$ cat src/rtl/fetch_policy_switcher.sv
module fetch_policy_switcher #(
  parameter int QUANTUM_CYCLES = 8192,
  parameter int COMMIT_W       = 4,
  localparam int Q_W   = $clog2(QUANTUM_CYCLES),
  localparam int EV_W  = $clog2(QUANTUM_CYCLES + 1),
  localparam int CNT_W = $clog2(QUANTUM_CYCLES * ((1 << COMMIT_W) - 1) + 1)
) (
  input  logic                clk,
  input  logic                rst_n,
  input  logic [COMMIT_W-1:0] commit_i,
  input  logic                l1_miss_i,
  input  logic                lsq_full_i,
  input  logic                mispred_i,
  input  logic                cond_br_i,
  input  logic [CNT_W-1:0]    ipc_thr_i,
  input  logic [EV_W-1:0]     miss_thr_i,
  input  logic [EV_W-1:0]     lsqf_thr_i,
  input  logic [EV_W-1:0]     misp_thr_i,
  input  logic [EV_W-1:0]     cbr_thr_i,
  output logic [1:0]          policy_o,
  output logic                switch_o
);

  localparam logic [1:0] POL_ICNT = 2'd0;
  localparam logic [1:0] POL_MISS = 2'd1;
  localparam logic [1:0] POL_BRCH = 2'd2;

  logic [Q_W-1:0]   q_cnt;
  logic [CNT_W-1:0] commit_acc, prev_commit;
  logic [EV_W-1:0]  miss_acc, lsqf_acc, misp_acc, cbr_acc;
  logic             has_prev;
  logic [1:0]       policy_q, policy_nx;
  logic             sw_q;

  wire              q_end      = (q_cnt == Q_W'(QUANTUM_CYCLES - 1));
  wire [CNT_W-1:0]  commit_sum = commit_acc + CNT_W'(commit_i);
  wire [EV_W-1:0]   miss_sum   = miss_acc + EV_W'(l1_miss_i);
  wire [EV_W-1:0]   lsqf_sum   = lsqf_acc + EV_W'(lsq_full_i);
  wire [EV_W-1:0]   misp_sum   = misp_acc + EV_W'(mispred_i);
  wire [EV_W-1:0]   cbr_sum    = cbr_acc + EV_W'(cond_br_i);

  wire low_tput  = commit_sum < ipc_thr_i;
  wire rising    = has_prev && (commit_sum > prev_commit);
  wire mem_press = (miss_sum > miss_thr_i) || (lsqf_sum > lsqf_thr_i);
  wire br_press  = (misp_sum > misp_thr_i) || (cbr_sum > cbr_thr_i);
  wire do_switch = q_end && low_tput && !rising;

  always_comb begin
    case (policy_q)
      POL_ICNT: policy_nx = br_press  ? POL_BRCH : POL_MISS;
      POL_MISS: policy_nx = br_press  ? POL_BRCH : POL_ICNT;
      POL_BRCH: policy_nx = mem_press ? POL_MISS : POL_ICNT;
      default:  policy_nx = POL_ICNT;
    endcase
  end

  always_ff @(posedge clk) begin
    if (!rst_n) begin
      q_cnt       <= '0;
      commit_acc  <= '0;
      miss_acc    <= '0;
      lsqf_acc    <= '0;
      misp_acc    <= '0;
      cbr_acc     <= '0;
      prev_commit <= '0;
      has_prev    <= 1'b0;
    end else if (q_end) begin
      q_cnt       <= '0;
      commit_acc  <= '0;
      miss_acc    <= '0;
      lsqf_acc    <= '0;
      misp_acc    <= '0;
      cbr_acc     <= '0;
      prev_commit <= commit_sum;
      has_prev    <= 1'b1;
    end else begin
      q_cnt      <= q_cnt + 1'b1;
      commit_acc <= commit_sum;
      miss_acc   <= miss_sum;
      lsqf_acc   <= lsqf_sum;
      misp_acc   <= misp_sum;
      cbr_acc    <= cbr_sum;
    end
  end

  always_ff @(posedge clk) begin
    if (!rst_n) begin
      policy_q <= POL_ICNT;
      sw_q     <= 1'b0;
    end else begin
      sw_q <= do_switch;
      if (do_switch) policy_q <= policy_nx;
    end
  end

  assign policy_o = policy_q;
  assign switch_o = sw_q;

  AST_POLICY_LEGAL: assert property (@(posedge clk) disable iff (!rst_n)
    policy_q != 2'd3);
  AST_MID_QUANTUM_STABLE: assert property (@(posedge clk) disable iff (!rst_n)
    (q_cnt != '0) |-> $stable(policy_q));
  AST_PULSE_MEANS_CHANGE: assert property (@(posedge clk) disable iff (!rst_n)
    switch_o |-> (policy_q != $past(policy_q)));
  AST_RISING_HOLDS: assert property (@(posedge clk) disable iff (!rst_n)
    (q_end && rising) |=> !switch_o);
  AST_HIGH_TPUT_HOLDS: assert property (@(posedge clk) disable iff (!rst_n)
    (q_end && !low_tput) |=> $stable(policy_q));

endmodule

$ cat config.mk
export PLATFORM = sky130hd
export DESIGN_NAME = fetch_policy_switcher
export DESIGN_NICKNAME = d
export VERILOG_FILES = /design/src/rtl/fetch_policy_switcher.sv
export SDC_FILE = /design/constraint.sdc
export NUM_CORES = 1
export LEC_CHECK = 0
export ABC_AREA = 1
export BUFFER_PORTS_ARGS = -buffer_cell sky130_fd_sc_hd__buf_2
export CELL_PAD_IN_SITES_DETAIL_PLACEMENT = 0
export CELL_PAD_IN_SITES_GLOBAL_PLACEMENT = 1
export CORE_ASPECT_RATIO = 0.5
export CORE_MARGIN = 4
export CORE_UTILIZATION = 46
export CTS_CLUSTER_SIZE = 16
export DETAILED_ROUTE_END_ITERATION = 10
export PLACE_DENSITY_LB_ADDON = 0.1
export SKIP_LAST_GASP = 1
export SYNTH_ARGS = -nofsm -noshare
export SYNTH_HDL_FRONTEND = slang
export SYNTH_SLANG_ARGS = --single-unit
$ cat constraint.sdc
create_clock -name clk -period 6.9 [get_ports clk]
set_input_delay 0.345 -clock clk [delete_from_list [all_inputs] [get_ports clk]]
set_output_delay 0.345 -clock clk [all_outputs]
set_load 0.02 [all_outputs]
==> results.cfg <==
[timing]
worstMarginPinSlew_ns = 0.787
grt_setup_unrepaired = false
slew_violations = 0
fin_skew_ns = 0.0116
setup_viol = 0
hold_violations = 0
clock.fmax_mhz = 310
post-route-period-util_pct = 46.8
max_slew_margin_pct = 47.5
fin_crit_ns = 3.23
tns_ns = 0

[route]
via_count = 6164
antenna_left = 0
drt_pre_antenna_iters = 5
detail_route.vias_per_cell = 4.58
drt_iter0_drc = 235
wl_mm = 15.1
wl_per_cell_um = 11.2
drc = 0

[power]
p_leak_nw = 4.68
ir_worst_vdd_mv = 0.101
p_per_area_nw_per_um2 = 172

[placed_design]
dpl_cell_area_um2 = 7910
gp_congestion = 0.789
numPortBuffers = 85
dpl.hpwl_mm = 12.4

[synth]
synth_area_per_cell_um2 = 6.94
synth_compound_area_share_pct = 6.41
synth_top_family_by_area = simple AND/OR/NAND/NOR gates
synth_ff_type = dfxtp_1
synthCells = 1052
ys_async_sr_fraction_pct = 0
synth_nets = 1238
yosysUniqueCellTypes = 39
synth_seq_cells = 107
synthXorXnorAreaFrac_pct = 5.28
yosysWarnings = 0
synth-simple-area-share_pct = 26.9
syn_area_um2 = 7300
synthAdderAreaFrac_pct = 17.8
yosysSeqAreaShare_pct = 29.3
muxShareOfSynthArea_pct = 0
synth_edf_count = 0

[floorplanning]
die_w_um = 186
fp.dieH_um = 97.1
ioPinCount = 86
row_count = 32
initial_utilization_pct = 47.1
die_area_um2 = 18100
coreArea_um2 = 15500

[critical_path]
worstPathRequired_ns = 7.13
rrSetupSlack_ns = 3.67
worstSetupStartpointType = flip-flop
crit_type = reg2reg
crit_arrival_ns = 3.46
path_max_fanout = 3
worst_setup_path_end_kind = flip-flop

[finish]
fill_cells = 1590
n_antenna_cell = 0
drive_gt1_share_pct = 11.5
nNetsFinal = 1324
syn_to_final_growth_pct = 12.1
postLayoutCoreUtil_pct = 52.9
layout_common_cells = inv_1, nand2_1, nor2_1, dfxtp_1, ha_1
multi_input_area_um2 = 4110
seqCellArea_um2 = 2140
fin_area_um2 = 8190
layout_commonest_cell = inv_1

[hold_path]
hp-class = in2reg

[clock_tree]
clk_pin_slew_ns = 0.08
cts_root_buf = clkbuf_16
clk_latency_ns = 0.35
cts_setup_buffers = 0
clock-sinks = 107
cts_buffers = 9
tritoncts = done
postCtsHoldBufs = 0
htreeDepth = 3
cts_resized = 0
cts_buffer_depth = 2

[job]
maxCapViolCount = 0

[grt]
grt_pass1_wl_mm = 26.0
antenna_found_initial = 0
grtUsageMet2_pct = 28.5
grt_max_degree = 56
gr-usage-met1_pct = 23.7
overflow = 0
grt_use_met3_pct = 3.59
busiest_layer = met2
grt_pass1_vias = 5997
track_usage_pct = 17.3

[status]
status = complete, no violations
==> state kept, by name (all words and copies together) (netlist names) <==
register	count
misp_acc	14
policy_o	2
lsqf_acc	14
miss_acc	14
prev_commit	17
cbr_acc	14
has_prev	1
switch_o	1
commit_acc	17
q_cnt	13
==> cell families (layout without fill, tap and decap cells) <==
family                   count (synthesis)  in the layout
AO/OA/AOI/OAI                           70             70
XOR/XNOR                                44             44
adder cells (fa/ha/maj)                103            103
buffers and inverters                  268            359
flip-flops                             107            107
AND/OR/NAND/NOR                        460            460
==> cell type report <==
| type | count | share of cell area, % |
|---|---|---|
| Inverter | 257 | 11.8 |
| Sequential cell | 107 | 26.2 |
| Clock buffer | 11 | 2.96 |
| Multi-Input combinational cell | 677 | 50.2 |
| Tap cell | 204 | 3.12 |
| Timing Repair Buffer | 86 | 5.29 |
| Clock inverter | 5 | 0.458 |
==> cell usage after synthesis, drive strengths merged, types with 4 or more instances <==
| master | instances | area (µm²) |
|---|---|---|
| inv | 257 | 965 |
| nand2 | 211 | 812 |
| nor2 | 150 | 583 |
| dfxtp | 107 | 2140 |
| ha | 102 | 1280 |
| nand3 | 41 | 210 |
| xor2 | 37 | 324 |
| a21oi | 34 | 170 |
| nand4 | 21 | 131 |
| nor3 | 19 | 111 |
| o22ai | 12 | 138 |
| buf | 11 | 81.3 |
| o21ai | 8 | 40.0 |
| or2 | 7 | 43.8 |
| xnor2 | 7 | 61.3 |
| a21o | 5 | 37.5 |
| o21bai | 5 | 37.5 |
| and2 | 4 | 25.0 |
==> where the power goes <==
group,total (mW),internal [mW],switching (mW)
Clock,0.499,0.257,0.242
Combinational,0.269,0.107,0.162
Sequential,0.640,0.631,0.00852
Total,1.41,0.995,0.413
==> per-stage QoR <==
step                      worst slack (ns)  hold WS [ns]  total power [mW]  cells
final                                 3.67         0.308              1.41   1347
after global routing                  3.29         0.304              1.50   1347
after CTS                             3.62         0.293              1.43   1347
after detailed placement              3.46         0.444             0.927   1331
after global placement                3.56         0.429             0.922   1331
after floorplan                       3.96         0.417             0.846   1052
==> per-layer routing <==
metal	vias up	wire, µm
li1	3391	-
met1	2677	7740
met2	85	6660
met3	11	602
met4	0	123
met5	-	0
==> worst max-delay path, cell delays in order, from the launching register on <==
cell and delay, ns:
dfxtp_1 0.31, ha_1 0.20, fa_1 0.40, nand3_1 0.10, nand3_1 0.11, nand3_1 0.17, inv_1 0.08, nand4_1 0.10
xor2_1 0.28, inv_1 0.11, ha_1 0.31, nand2_1 0.07, nor2_1 0.14, and2_1 0.18, a21boi_0 0.18, nor2_1 0.06
nor2_1 0.13, nor2_1 0.07, nand2_1 0.06, a21oi_1 0.05
==> worst paths after layout <==
check,from,to,cells past startpoint
max reg2reg,commit_acc[0],policy_o[0],19
max,commit_acc[0],policy_o[0],19
min reg2reg,q_cnt[0],q_cnt[0],1
min,rst_n,q_cnt[8],3
Note: power is estimated with default switching activity, not from simulation.
